--- config.mk ---
export PLATFORM = sky130hd
export DESIGN_NAME = seg_guard
export DESIGN_NICKNAME = d
export VERILOG_FILES = /design/src/rtl/seg_guard_pkg.sv /design/src/rtl/seg_offset_calc.sv /design/src/rtl/seg_rule_check.sv /design/src/rtl/seg_limit_cmp.sv /design/src/rtl/seg_guard.sv
export SDC_FILE = /design/constraint.sdc
export NUM_CORES = 1
export LEC_CHECK = 0
export BUFFER_PORTS_ARGS = -buffer_cell sky130_fd_sc_hd__buf_2
export CAP_MARGIN = 10
export CORE_ASPECT_RATIO = 1.25
export CORE_MARGIN = 2
export CORE_UTILIZATION = 55
export DETAILED_ROUTE_END_ITERATION = 7
export PLACE_DENSITY = 0.83
export RECOVER_POWER = 50
export SYNTH_ARGS = -nofsm -noshare
export SYNTH_HDL_FRONTEND = slang
export SYNTH_SLANG_ARGS = --single-unit
--- constraint.sdc ---
create_clock -name clk -period 0.8 [get_ports clk]
set_input_delay 0.04 -clock clk [delete_from_list [all_inputs] [get_ports clk]]
set_output_delay 0.04 -clock clk [all_outputs]
set_load 0.01 [all_outputs]
--- src/rtl/seg_guard_pkg.sv ---
package seg_guard_pkg;
    localparam int SEG_W = 4;
    localparam logic [SEG_W-1:0] SEG_SCRATCH = 4'd6;
    localparam logic [SEG_W-1:0] SEG_TASK    = 4'd8;
    localparam logic [SEG_W-1:0] SEG_INTTAB  = 4'd9;
    localparam logic [SEG_W-1:0] SEG_LINEAR  = 4'd10;

    localparam logic [1:0] ACC_READ  = 2'd0;
    localparam logic [1:0] ACC_WRITE = 2'd1;

    typedef enum logic {GS_IDLE, GS_REPORT} guard_state_t;

    function automatic logic seg_is_data(input logic [SEG_W-1:0] code);
        return code <= SEG_SCRATCH;
    endfunction

    function automatic logic seg_null_exempt(input logic [SEG_W-1:0] code);
        return (code == SEG_SCRATCH) || (code == SEG_TASK) ||
               (code == SEG_INTTAB)  || (code == SEG_LINEAR);
    endfunction
endpackage

--- src/rtl/seg_offset_calc.sv ---
module seg_offset_calc #(
    parameter int VA_W   = 32,
    parameter int SIZE_W = 4
) (
    input  logic [VA_W-1:0]   vaddr,
    input  logic [VA_W-1:0]   seg_base,
    input  logic [SIZE_W-1:0] acc_size,
    input  logic              size_ovr,
    input  logic [1:0]        def_asz,
    input  logic [1:0]        alt_asz,
    output logic [VA_W-1:0]   offset,
    output logic [VA_W:0]     end_off
);
    localparam int EW = VA_W + 1;

    logic [1:0]      width_exp;
    logic [VA_W-1:0] width_mask;
    int              width_bits;

    always_comb begin
        width_exp  = size_ovr ? alt_asz : def_asz;
        width_bits = 8 << width_exp;
        width_mask = '1;
        for (int i = 0; i < VA_W; i++) begin
            if (i >= width_bits) width_mask[i] = 1'b0;
        end
        offset  = (vaddr - seg_base) & width_mask;
        end_off = EW'({1'b0, offset}) + EW'(acc_size) - EW'(1);
    end
endmodule

--- src/rtl/seg_rule_check.sv ---
module seg_rule_check
    import seg_guard_pkg::*;
(
    input  logic [SEG_W-1:0] seg_code,
    input  logic [15:0]      seg_sel,
    input  logic             attr_rd,
    input  logic             attr_wr,
    input  logic             attr_xdn,
    input  logic [1:0]       acc_kind,
    input  logic             store_chk,
    output logic             null_fault,
    output logic             perm_fault,
    output logic             use_xdn
);
    logic data_class;

    always_comb begin
        data_class = seg_is_data(seg_code);
        null_fault = (seg_sel == 16'h0) && !seg_null_exempt(seg_code);
        perm_fault = data_class &&
                     ((!attr_wr && ((acc_kind == ACC_WRITE) || store_chk)) ||
                      (!attr_rd && (acc_kind == ACC_READ)));
        use_xdn    = data_class && attr_xdn;
    end
endmodule

--- src/rtl/seg_limit_cmp.sv ---
module seg_limit_cmp #(
    parameter int VA_W = 32
) (
    input  logic [VA_W-1:0] offset,
    input  logic [VA_W:0]   end_off,
    input  logic [VA_W-1:0] seg_limit,
    input  logic            use_xdn,
    output logic            limit_fault
);
    logic [VA_W:0] lim_ext;
    logic [VA_W:0] off_ext;

    always_comb begin
        lim_ext = {1'b0, seg_limit};
        off_ext = {1'b0, offset};
        if (use_xdn)
            limit_fault = (off_ext <= lim_ext) || (end_off <= lim_ext);
        else
            limit_fault = (off_ext > lim_ext) || (end_off > lim_ext);
    end
endmodule

--- src/rtl/seg_guard.sv ---
module seg_guard
    import seg_guard_pkg::*;
#(
    parameter int VA_W   = 32,
    parameter int SIZE_W = 4
) (
    input  logic              clk,
    input  logic              rst_n,
    input  logic              in_valid,
    input  logic [3:0]        seg_code,
    input  logic [15:0]       seg_sel,
    input  logic              attr_rd,
    input  logic              attr_wr,
    input  logic              attr_xdn,
    input  logic [VA_W-1:0]   seg_base,
    input  logic [VA_W-1:0]   seg_limit,
    input  logic [VA_W-1:0]   vaddr,
    input  logic [SIZE_W-1:0] acc_size,
    input  logic [1:0]        acc_kind,
    input  logic              store_chk,
    input  logic              size_ovr,
    input  logic [1:0]        def_asz,
    input  logic [1:0]        alt_asz,
    output logic              out_valid,
    output logic              gp_fault,
    output logic [VA_W-1:0]   seg_off
);
    guard_state_t    state_q, state_d;
    logic [VA_W-1:0] offset;
    logic [VA_W:0]   end_off;
    logic            null_fault, perm_fault, use_xdn, limit_fault;

    seg_offset_calc #(.VA_W(VA_W), .SIZE_W(SIZE_W)) u_offset (
        .vaddr(vaddr), .seg_base(seg_base), .acc_size(acc_size),
        .size_ovr(size_ovr), .def_asz(def_asz), .alt_asz(alt_asz),
        .offset(offset), .end_off(end_off)
    );

    seg_rule_check u_rules (
        .seg_code(seg_code), .seg_sel(seg_sel), .attr_rd(attr_rd),
        .attr_wr(attr_wr), .attr_xdn(attr_xdn), .acc_kind(acc_kind),
        .store_chk(store_chk), .null_fault(null_fault),
        .perm_fault(perm_fault), .use_xdn(use_xdn)
    );

    seg_limit_cmp #(.VA_W(VA_W)) u_limit (
        .offset(offset), .end_off(end_off), .seg_limit(seg_limit),
        .use_xdn(use_xdn), .limit_fault(limit_fault)
    );

    always_comb begin
        unique case (state_q)
            GS_IDLE:   state_d = in_valid ? GS_REPORT : GS_IDLE;
            GS_REPORT: state_d = in_valid ? GS_REPORT : GS_IDLE;
            default:   state_d = GS_IDLE;
        endcase
    end

    always_ff @(posedge clk or negedge rst_n) begin
        if (!rst_n) state_q <= GS_IDLE;
        else        state_q <= state_d;
    end

    always_ff @(posedge clk or negedge rst_n) begin
        if (!rst_n) begin
            gp_fault <= 1'b0;
            seg_off  <= '0;
        end else if (in_valid) begin
            gp_fault <= null_fault | perm_fault | limit_fault;
            seg_off  <= offset;
        end else begin
            gp_fault <= 1'b0;
            seg_off  <= '0;
        end
    end

    assign out_valid = (state_q == GS_REPORT);

    AST_VALID_FOLLOWS: assert property (@(posedge clk) disable iff (!rst_n)
        in_valid |=> out_valid);
    AST_IDLE_FOLLOWS: assert property (@(posedge clk) disable iff (!rst_n)
        !in_valid |=> !out_valid);
    AST_QUIET_WHEN_IDLE: assert property (@(posedge clk) disable iff (!rst_n)
        !out_valid |-> (!gp_fault && seg_off == '0));
    AST_NULL_SEL: assert property (@(posedge clk) disable iff (!rst_n)
        (in_valid && seg_sel == 16'h0 && !seg_null_exempt(seg_code)) |=> gp_fault);
    AST_NO_WRITE: assert property (@(posedge clk) disable iff (!rst_n)
        (in_valid && seg_code <= 4'd6 && !attr_wr && acc_kind == 2'd1) |=> gp_fault);

    generate
        if (VA_W > 16) begin : g_width_chk
            AST_WIDTH16: assert property (@(posedge clk) disable iff (!rst_n)
                (in_valid && !size_ovr && def_asz == 2'd1) |=> (seg_off[VA_W-1:16] == '0));
        end
    endgenerate
endmodule

==> reports/qor.yml, run 1 <==
synthesis:
  synth_edf_count: 0
  syn_nets: 1068
  synth-main-ff-cell: "dfrtp_1"
  synth_warnings: 0
  synth-seq-cells: 34
  yosysSeqAreaShare_pct: 13.9
  synth.cell_area_sq_um: 6130
  synthArstFlopShare_pct: 100
  yosys.cell_types.count: 64
  synthCells: 805
  syn_avg_cell_area_sq_um: 7.62
global_routing:
  grt_usage_pct: 73.4
  grt_pass1_wl_um: 68000
  overflow: 91
  grt_max_degree: 35
  grt_pass1_vias: 11800
place:
  place.port_buffers: 167
  placed_area_sq_um: 9400
  dp_hpwl_um: 19600
  gp_congestion: 1.03
floorplan:
  fp.dieW_um: 98.5
  rows: 43
  die_h_um: 122
  initial_utilization_pct: 55.9
  io_pins: 168
cts:
  cts_root_buffer: "clkbuf_16"
  numCtsBuffers: 5
  cts_htree_levels: 2
  cts_buffer_depth: 2
  cts.sinks: 34
status:
  status: "aborted with a tool error"
  lastStage: "global routing (5_1_grt)"
  error: "[ERROR GRT-0116] Global routing finished with congestion. Check the congestion regions in the DRC Viewer."
## synth_stat cells (5+ instances only)
cell type / n / area [sq um]
o21ai_0: 34 / 170
nand3_1: 15 / 75.1
nand2_1: 31 / 116
o211ai_1: 8 / 60.1
o21bai_1: 5 / 37.5
a21oi_1: 51 / 255
nor4_1: 11 / 68.8
nand4_1: 16 / 100
xnor2_1: 28 / 245
inv_1: 121 / 454
nor2b_1: 15 / 93.8
o21a_1: 25 / 188
and2_1: 7 / 43.8
clkbuf_1: 7 / 26.3
o22ai_1: 5 / 31.3
nor2_1: 77 / 289
a211oi_1: 13 / 97.6
a31oi_1: 6 / 37.5
xor2_1: 18 / 158
nand2b_1: 14 / 87.6
nor3_1: 18 / 90.1
ha_1: 127 / 1590
and3_1: 15 / 93.8
dfrtp_1: 34 / 851
a21o_1: 33 / 248
## stage by stage
step	hold slack, ps	setup WS [ps]	setup TNS [ps]	instances	utilization, %
after CTS	10.1	-5670	-46030	1412	94.8
after global placement	16.1	-5600	-52010	1373	85.6
after floorplan	-256	-5280	-38550	805	-
after detailed placement	21.9	-5920	-55510	1373	85.6
## cells by family after synthesis
| family | count (synthesis) | share of synthesized area [%] |
|---|---|---|
| xor gates and xnor gates | 46 | 6.57 |
| DFF | 34 | 13.9 |
| buffers and inverters | 130 | 7.97 |
| AOI/OAI and AO/OA | 221 | 24.1 |
| muxes | 5 | 0.918 |
| adders and majority gates | 131 | 26.9 |
| and+or+nand+nor | 238 | 19.6 |
## timing repair
action | 4_1_cts
gates resized for setup | 159
endpoints found under the hold margin | 34
buffers inserted | 38
hold buffers | 1
endpoints found under the setup margin | 66
pin swaps | 94
## metal layers
metal  GRT usage, %  overflow
met1           68.0         0
met2           96.7        51
met3           53.5         0
met4           82.4        40
met5           9.83         0
==> run 2, diff against run 1 <==
- CORE_ASPECT_RATIO: 1.25 -> default
- CORE_UTILIZATION: 55 -> 40
- PLACE_DENSITY: 0.83 -> default
- PLACE_DENSITY_LB_ADDON: default -> 0.15
==> reports/qor.yml, run 2 <==
routing:
  ant_nets: 0
  routed_wl_um: 22000
  drcViolationCount: 0
  drtIter0Drc: 361
  routed-via-count: 7591
  wl_per_cell_um: 14.9
  viasPerCell: 5.14
  firstDrtPassIters: 5
global_routing:
  grt_max_degree: 35
  use_met3_pct: 2.96
  grt_usage_pct: 25.3
  antenna_found_initial: 0
  grt_pass1_wl_um: 33500
  met2_usage_pct: 46.3
  use_met1_pct: 30.8
  busiest_layer: "met2"
  grt_pass1_vias: 7389
  overflow: 0
pwr:
  p_per_area_nw_per_um2: 1920
  p_leak_nw: 5.79
  ir_drop_mv: 1.13
finish:
  drive_gt1_share_pct: 50.5
  utilization_pct: 71.7
  diodes: 0
  largest_register_ffs: 32
  layout_common_cells: "276 x buf_4, 153 x buf_2, 117 x ha_1"
  final_area_sq_um: 10800
  top_register: "seg_off"
  fin_nets: 1551
  area_growth_pct: 76.4
  final_common_cell: "buf_4"
place:
  place.port_buffers: 167  # unchanged
  gp_congestion: 0.897  # -13%
  dp_hpwl_um: 17000  # -13%
  place_ws_ps: -5880  # +41.5 ps
  placed_area_sq_um: 9550  # +1.6%
worst_setup_path:
  slowest_delay_ps: 380
  required_ps: 1000
  endpoint_kind: "flop"
  cp_slowest_cell: "fa_2"
  worstSetupPathType: "primary input to flop"
  crit_path_start_kind: "primary input"
  crit_fanout: 4
  arrival_ps: 6570
synthesis:
  synth-main-ff-cell: "dfrtp_1"
  synth_common_cells: "127 x ha_1, 121 x inv_1, 77 x nor2_1"
  synth_warnings: 0  # unchanged
  syn_nets: 1068  # unchanged
  synth.cell_area_sq_um: 6130  # unchanged
  synth.top_cell.area_share_pct: 25.9  # unchanged
  yosys.cell_types.count: 64  # unchanged
  synth.most_common_cell: "ha_1"
  synthArstFlopShare_pct: 100  # unchanged
  synth_edf_count: 0  # unchanged
  synthTopCellsByArea: "ha_1 26%, dfrtp_1 14%, inv_1 7.4%"
  yosysSeqAreaShare_pct: 13.9  # unchanged
  synthCells: 805  # unchanged
  syn_avg_cell_area_sq_um: 7.62  # unchanged
  synth.largest_area_cell: "ha_1"
  synth-seq-cells: 34  # unchanged
cts:
  numCtsBuffers: 5  # unchanged
  tritoncts: "built"
  cts_buffer_depth: 2  # unchanged
  cts_root_buffer: "clkbuf_16"
  cts_htree_levels: 2  # unchanged
  cts.sinks: 34  # unchanged
  cts.reportedPaths.clkPinSlew_ps: 50
run:
  maxCapViolCount: 0
floorplan:
  rows: 45  # +4.7%
  dieArea_sq_um: 16300
  die_h_um: 128  # +4.7%
  coreArea_sq_um: 15100
  fp.dieW_um: 128  # +30%
  initial_utilization_pct: 40.7  # -15 points
  io_pins: 168  # unchanged
status:
  violations: "negative setup slack"
  status: "finished with violations"
timing:
  hold_violations: 0
  worstMarginPinSlew_ps: 544
  fin_setup_tns_ps: -47670
  fmax_ghz: 0.157
  relSlewSlack_pct: 63.3
  grt_setup_unrepaired: "true"
  setup_viol: 66
  timing.final.crit_share_pct: 796
  min_period_ps: 6370
  setup_ws_ps: -5570
  finalMaxSlewViolations: 0
hold_path:
  hold_depth: 2
  hold_class: "primary input to flop"
-- run 2: cell counts after synthesis --
Identical to the previous run, type by type.
-- run 2: worst max-delay path: cells and delay by family --
family,cells,cell delay [ps]
compound gates,18,3320
simple gates,11,1330
xor+xnor,1,110
buf+inv,5,350
fa+ha+maj,5,1400
-- run 2: layout make-up --
cell class	count	area, sq um
fillers	1210	4270
multi-input cells	641	5660
flip-flops and latches	34	851
clock buffers	7	133
inverters	122	485
repair buffers	484	3460
well taps	188	235
-- run 2: repair_timing --
item                       CTS  global route
hold buffers                 2             0
hold endpoints to repair    35             0
gates resized for setup    122            98
pin swaps                   76            71
setup buffers               23            16
setup endpoints to repair   66            66
-- run 2: metal layers --
metal / vias to the layer above / routed length [um]
met5: - / 0
met1: 3475 / 9270
met4: 0 / 773
met2: 215 / 11100
met3: 57 / 881
li1: 3844 / -
-- run 2: cells by family after synthesis --
kind of cell,Yosys count,synth area share [%]
fa+ha+maj,131,26.9
mux,5,0.918
compound gates,221,24.1
flops,34,13.9
simple gates,238,19.6
xor+xnor,46,6.57
buf+inv,130,7.97
-- run 2: final timing paths --
path                           from                     to
max                        vaddr[0]     gp_fault$_DFF_PN0_
min                        in_valid  seg_off[30]$_DFF_PN0_
max in group asynchronous     rst_n  seg_off[27]$_DFF_PN0_
min in group asynchronous     rst_n   seg_off[5]$_DFF_PN0_
-- run 2: stage by stage --
stage	hold slack [ps]	instances	power, mW
4_1_cts	70.3	1465	19.7
6_report	76.8	1476	20.7
2_1_floorplan	-256	805	10.5
3_5_place_dp	21.9	1437	16.6
5_1_grt	81.6	1476	22.5
3_3_place_gp	22.5	1437	16.4
-- run 2: report_power, final --
part | total [mW] | internal (mW) | switching, mW | leakage, nW
registers | 1.97 | 1.90 | 0.0699 | 0.447
clock network | 1.93 | 1.14 | 0.790 | 0.0640
logic | 16.8 | 8.93 | 7.91 | 5.28
total | 20.7 | 12.0 | 8.77 | 5.79
(Power assumes the default switching activity.)
==> run 3, diff against run 2 <==
- PLACE_DENSITY: default -> 0.68
- PLACE_DENSITY_LB_ADDON: 0.15 -> default
==> reports/qor.yml, run 3 (synthesis results as in run 2) <==
status:
  violations: "negative setup slack"
  status: "finished with violations"
worst_setup_path:
  critPathLaunch: "seg_base[8]"
  worstSetupPathType: "primary input to flop"
  endpoint_kind: "flop"
  path_buf_inv: 3  # -2
  arrival_ps: 6770  # +200 ps
  crit_fanout: 4  # unchanged
  required_ps: 1020  # +20 ps
  crit_path_start_kind: "primary input"
  slowest_delay_ps: 400  # +20 ps
  cp_top_family: "compound AO/OA/AOI/OAI gates"
  cp_slowest_cell: "nor4_1"
timing:
  min_period_ps: 6560  # +187 ps
  finalMaxSlewViolations: 0  # unchanged
  setup_ws_ps: -5760  # -187 ps
  setup_viol: 66  # unchanged
  relSlewSlack_pct: 61.9  # -1.4 points
  finalHoldWorstSlack_ps: 152  # +74.9 ps
  timing.final.crit_share_pct: 819  # +23 points
  hold_violations: 0  # unchanged
  grt_setup_unrepaired: "true"
  worstMarginPinSlew_ps: 565  # +20.8 ps
  fmax_ghz: 0.153  # -2.9%
global_routing:
  antenna_found_initial: 0  # unchanged
  grt_max_degree: 35  # unchanged
  grt_pass1_vias: 8069  # +9.2%
  grt_pass1_wl_um: 37700  # +13%
  grt_usage_pct: 28.8  # +3.5 points
  overflow: 0  # unchanged
finish:
  n_fill_cell: 1063  # -12%
  largest_register_ffs: 32  # unchanged
  area_growth_pct: 80.2
  layout_common_cells: "279 x buf_4, 158 x buf_2, 112 x ha_1"
  stdcell_count: 1485  # +0.61%
  top_register: "seg_off"
  final_common_cell: "buf_4"
  fin_nets: 1559  # +0.52%
  diodes: 0  # unchanged
  drive_gt1_share_pct: 52.0  # +1.5 points
floorplan:
  fp.dieW_um: 128  # unchanged
  initial_utilization_pct: 40.7  # unchanged
  io_pins: 168  # unchanged
  dieArea_sq_um: 16300  # unchanged
  coreArea_sq_um: 15100  # unchanged
  die_h_um: 128  # unchanged
  rows: 45  # unchanged
routing:
  routed_wl_um: 25900  # +17%
  firstDrtPassIters: 5  # unchanged
  drcViolationCount: 0  # unchanged
  drtIter0Drc: 531  # +47%
  viasPerCell: 5.49  # +6.8%
  routed-via-count: 8156  # +7.4%
  wl_per_cell_um: 17.4  # +17%
  ant_nets: 0  # unchanged
place:
  gp_congestion: 0.931  # +3.7%
  place.port_buffers: 167  # unchanged
  dp_hpwl_um: 17400  # +1.9%
  dp_cells: 1442  # +0.35%
cts:
  cts.sinks: 34  # unchanged
  numCtsBuffers: 5  # unchanged
  cts_root_buffer: "clkbuf_16"
  cts.reportedPaths.clkPinSlew_ps: 70  # +20 ps
  cts_htree_levels: 2  # unchanged
  tritoncts: "built"
  cts_buffer_depth: 2  # unchanged
hold_path:
  hold_class: "primary input to flop"
  min_from: "in_valid"
  hold_depth: 3  # +1
  hold_end: "seg_off[28]$_DFF_PN0_"
pwr:
  ir_drop_mv: 1.12  # -0.91%
  p_per_area_nw_per_um2: 1990  # +4.0%
  power_mw: 22.0  # +6.2%
  p_leak_nw: 5.87  # +1.3%
run:
  maxCapViolCount: 0  # unchanged
==> run 3: where the power goes <==
part	internal, mW	switching, mW	leakage, nW
combinational	9.08	8.67	5.34
clock	1.46	0.876	0.0836
sequential	1.90	0.0535	0.447
==> run 3: tightest hold or removal path, stage by stage <==
cell and delay [ps]:
buf_2 110, buf_4 120, and3_1 140
==> run 3: layout make-up <==
cell class / instances / area [sq um] / area share, %
clock buffers: 5 / 125 / 1.13
clock inverters: 3 / 40.0 / 0.362
inverters: 122 / 485 / 4.39
multi-input cells: 641 / 5800 / 52.5
flip-flops and latches: 34 / 851 / 7.70
well taps: 188 / 235 / 2.13
repair buffers: 492 / 3520 / 31.8
==> run 3: worst max-delay path by stage <==
stage,endpoint,cells after the start
6_report,gp_fault$_DFF_PN0_,36
5_1_grt,gp_fault$_DFF_PN0_,38
4_1_cts,gp_fault$_DFF_PN0_,37
3_5_place_dp,gp_fault$_DFF_PN0_,37
3_3_place_gp,gp_fault$_DFF_PN0_,37
2_1_floorplan,gp_fault$_DFF_PN0_,35
==> run 3: stage by stage <==
| step | instance area, sq um | TNS [ps] | utilization (%) | setup WS (ps) |
|---|---|---|---|---|
| 2_1_floorplan | 6340 | -38550 | - | -5280 |
| 3_3_place_gp | 9570 | -53780 | 63.4 | -5740 |
| 3_5_place_dp | 9570 | -55600 | 63.4 | -5960 |
| 4_1_cts | 10600 | -48360 | 70.0 | -5460 |
| 5_1_grt | 11100 | -49090 | 73.3 | -6180 |
| 6_report | 11100 | -46350 | 73.3 | -5760 |
==> run 3: repair_timing <==
action	in CTS	in global routing
buffers inserted	45	37
endpoints found under the setup margin	66	66
hold buffers	2	0
pin swaps	62	79
hold endpoints to repair	35	0
resized for setup	128	143
==> run 3: per-layer routing <==
metal | wire length (um) | track usage [%] | vias to the layer above
li1 | - | - | 3857
met5 | 0 | 0 | -
met4 | 1740 | 16.0 | 0
met1 | 10300 | 34.0 | 3822
met2 | 12300 | 50.0 | 342
met3 | 1490 | 4.47 | 135
==> run 4, diff against run 3 <==
- PLACE_DENSITY: 0.68 -> 0.67
- SYNTH_HIERARCHICAL: default -> 1
==> reports/qor.yml, run 4 <==
synthesis:
  synth-seq-cells: 34  # unchanged
  syn_avg_cell_area_sq_um: 7.72  # +1.3%
  synth.top_cell.area_share_pct: 25.5  # -0.45 points
  synth_warnings: 6  # +6
  synth-main-ff-cell: "dfrtp_1"
  synth_edf_count: 0  # unchanged
  synthArstFlopShare_pct: 100  # unchanged
  syn_nets: 1094  # +2.4%
  synth.largest_area_cell: "ha_1"
  yosysSeqAreaShare_pct: 13.3  # -0.55 points
  synth.most_common_cell: "ha_1"
  yosys.cell_types.count: 68  # +6.3%
  synth_common_cells: "130 x ha_1, 112 x inv_1, 72 x a21oi_1"
  synthTopCellsByArea: "ha_1 25%, dfrtp_1 13%, inv_1 6.6%"
  synth.cell_area_sq_um: 6390  # +4.2%
  synthCells: 828  # +2.9%
timing:
  setup_ws_ps: -4520  # +1230 ps
  finalMaxSlewViolations: 0  # unchanged
  worstMarginPinSlew_ps: 553  # -11.3 ps
  relSlewSlack_pct: 62.1  # +0.29 points
  fin_setup_tns_ps: -40440  # +5900 ps
  setup_viol: 45  # -32%
  min_period_ps: 5320  # -1230 ps
  hold_violations: 0  # unchanged
  grt_setup_unrepaired: "true"
  fmax_ghz: 0.188  # +23%
  timing.final.crit_share_pct: 665  # -150 points
pwr:
  clkPwrFrac_pct: 10.0  # -0.6 points
  p_int_mw: 12.1  # -2.8%
  p_leak_nw: 5.76  # -1.8%
  switchingPower_mw: 8.43  # -12%
  seq_power_share_pct: 9.5  # +0.6 points
  p_per_area_nw_per_um2: 1920  # -3.9%
  swShare_pct: 41.1  # -2.5 points
  power_mw: 20.5  # -6.9%
  ir_drop_mv: 1.02  # -8.9%
  power_frac_comb_pct: 80.5  # about the same
floorplan:
  initial_utilization_pct: 40.5  # -0.14 points
  die_h_um: 130  # +2.0%
  io_pins: 168  # unchanged
  coreArea_sq_um: 15800  # +4.5%
  rows: 46  # +2.2%
  dieArea_sq_um: 17000  # +4.0%
  fp.dieW_um: 130  # +2.0%
cts:
  cts_htree_levels: 2  # unchanged
  cts.reportedPaths.clkPinSlew_ps: 50  # -20 ps
  cts.sinks: 34  # unchanged
  cts_buffer_depth: 2  # unchanged
  cts_root_buffer: "clkbuf_16"
  numCtsBuffers: 5  # unchanged
  tritoncts: "built"
finish:
  stdcell_count: 1475  # -0.67%
  area_growth_pct: 67.6
  layout_common_cells: "219 x buf_4, 151 x buf_2, 112 x ha_1"
  largest_register_ffs: 32  # unchanged
  n_fill_cell: 1301  # +22%
  top_register: "seg_off"
  fin_nets: 1524  # -2.2%
  final_common_cell: "buf_4"
  diodes: 0  # unchanged
  drive_gt1_share_pct: 47.0  # -4.9 points
place:
  gp_congestion: 0.930  # about the same
  dp_hpwl_um: 16500  # -5.0%
  dp_cells: 1437  # -0.35%
  place_ws_ps: -4990  # +963 ps
  place.port_buffers: 167  # unchanged
routing:
  viasPerCell: 5.04  # -8.3%
  drtIter0Drc: 266  # -50%
  firstDrtPassIters: 5  # unchanged
  routed_wl_um: 20400  # -21%
  routed-via-count: 7430  # -8.9%
  ant_nets: 0  # unchanged
  wl_per_cell_um: 13.8  # -21%
  drcViolationCount: 0  # unchanged
worst_setup_path:
  required_ps: 960  # -60 ps
  crit_path_start_kind: "primary input"
  arrival_ps: 5490  # -1280 ps
  cp_slowest_cell: "a2111oi_1"
  crit_fanout: 3  # -1
  worstSetupPathType: "primary input to flop"
  endpoint_kind: "flop"
  slowest_delay_ps: 320  # -80 ps
run:
  maxCapViolCount: 0  # unchanged
hold_path:
  hold_class: "primary input to flop"
global_routing:
  overflow: 0  # unchanged
  grt_usage_pct: 22.3  # -6.6 points
  grt_max_degree: 35  # unchanged
  met2_usage_pct: 39.4  # -11 points
  busiest_layer: "met2"
  grt_pass1_wl_um: 31000  # -18%
  grt_pass1_vias: 7069  # -12%
  use_met3_pct: 1.87  # -2.6 points
  antenna_found_initial: 0  # unchanged
  use_met1_pct: 29.1  # -4.9 points
status:
  violations: "negative setup slack"
  status: "finished with violations"
run 4: kinds of logic (layout without fill, tap and decap cells):
logic type | count (synthesis) | count (layout) | share of synthesized area (%)
flip-flops | 34 | 34 | 13.3
buffers and inverters | 126 | 557 | 7.50
XOR/XNOR | 56 | 56 | 7.68
AND/OR/NAND/NOR | 236 | 236 | 19.8
AO/OA/AOI/OAI | 239 | 239 | 24.8
multiplexers | 5 | 5 | 0.901
adder cells (fa/ha/maj) | 132 | 132 | 26.1
run 4: cell type report:
type	count	area, sq um	share of cell area, %
flip-flops and latches	34	851	7.94
well taps	216	270	2.52
inverters	113	467	4.36
clock buffers	8	166	1.55
repair buffers	436	3150	29.4
multi-input cells	668	5810	54.2
run 4: final timing paths:
check | from | end | slack [ps] | depth (start not counted)
setup / recovery | vaddr[0] | gp_fault$_DFF_PN0_ | -4520 | 29
hold / removal | seg_base[0] | seg_off[0]$_DFF_PN0_ | 190 | 4
max in group asynchronous | rst_n | out_valid$_DFF_PN0_ | 190 | 3
min in group asynchronous | rst_n | seg_off[2]$_DFF_PN0_ | 310 | 3
run 4: worst max-delay path, delay by kind of cell:
kind | cells | cell delay (ps)
muxes | 1 | 310
buffers and inverters | 3 | 300
adders and majority gates | 4 | 860
AOI/OAI and AO/OA | 13 | 2750
xor gates and xnor gates | 2 | 280
and+or+nand+nor | 6 | 930
run 4: timing repair:
item                                    CTS  global route
pin swaps                                44            48
endpoints found under the setup margin   57            66
hold endpoints to repair                 34             0
gates resized for setup                  80           104
hold buffers                              1             0
setup buffers                            30            18
gates cloned                              0             0
run 4: per-layer routing:
layer / up-vias / routed length, um / part of all wire (%)
li1: 3820 / - / -
met1: 3384 / 9280 / 46
met2: 195 / 9750 / 48
met3: 31 / 947 / 4.6
met4: 0 / 403 / 2.0
met5: - / 0 / 0
run 4: power by group through the flow:
stage          Combinational, mW  Sequential (mW)  Clock (mW)
6_report                    16.5             1.95        2.06
5_1_grt                     18.2             1.96        2.17
3_5_place_dp                15.0             1.97           0
3_3_place_gp                14.6             1.97           0
4_1_cts                     15.7             1.94        2.11
2_1_floorplan               9.13             2.08           0
run 4: metrics by stage:
step / utilization, % / hold slack [ps] / instance area (sq um)
2_1_floorplan: - / -256 / 6770
3_3_place_gp: 60.9 / 8.36 / 9600
3_5_place_dp: 60.9 / 4.15 / 9600
4_1_cts: 65.4 / 114 / 10300
5_1_grt: 67.9 / 202 / 10700
6_report: 67.9 / 190 / 10700
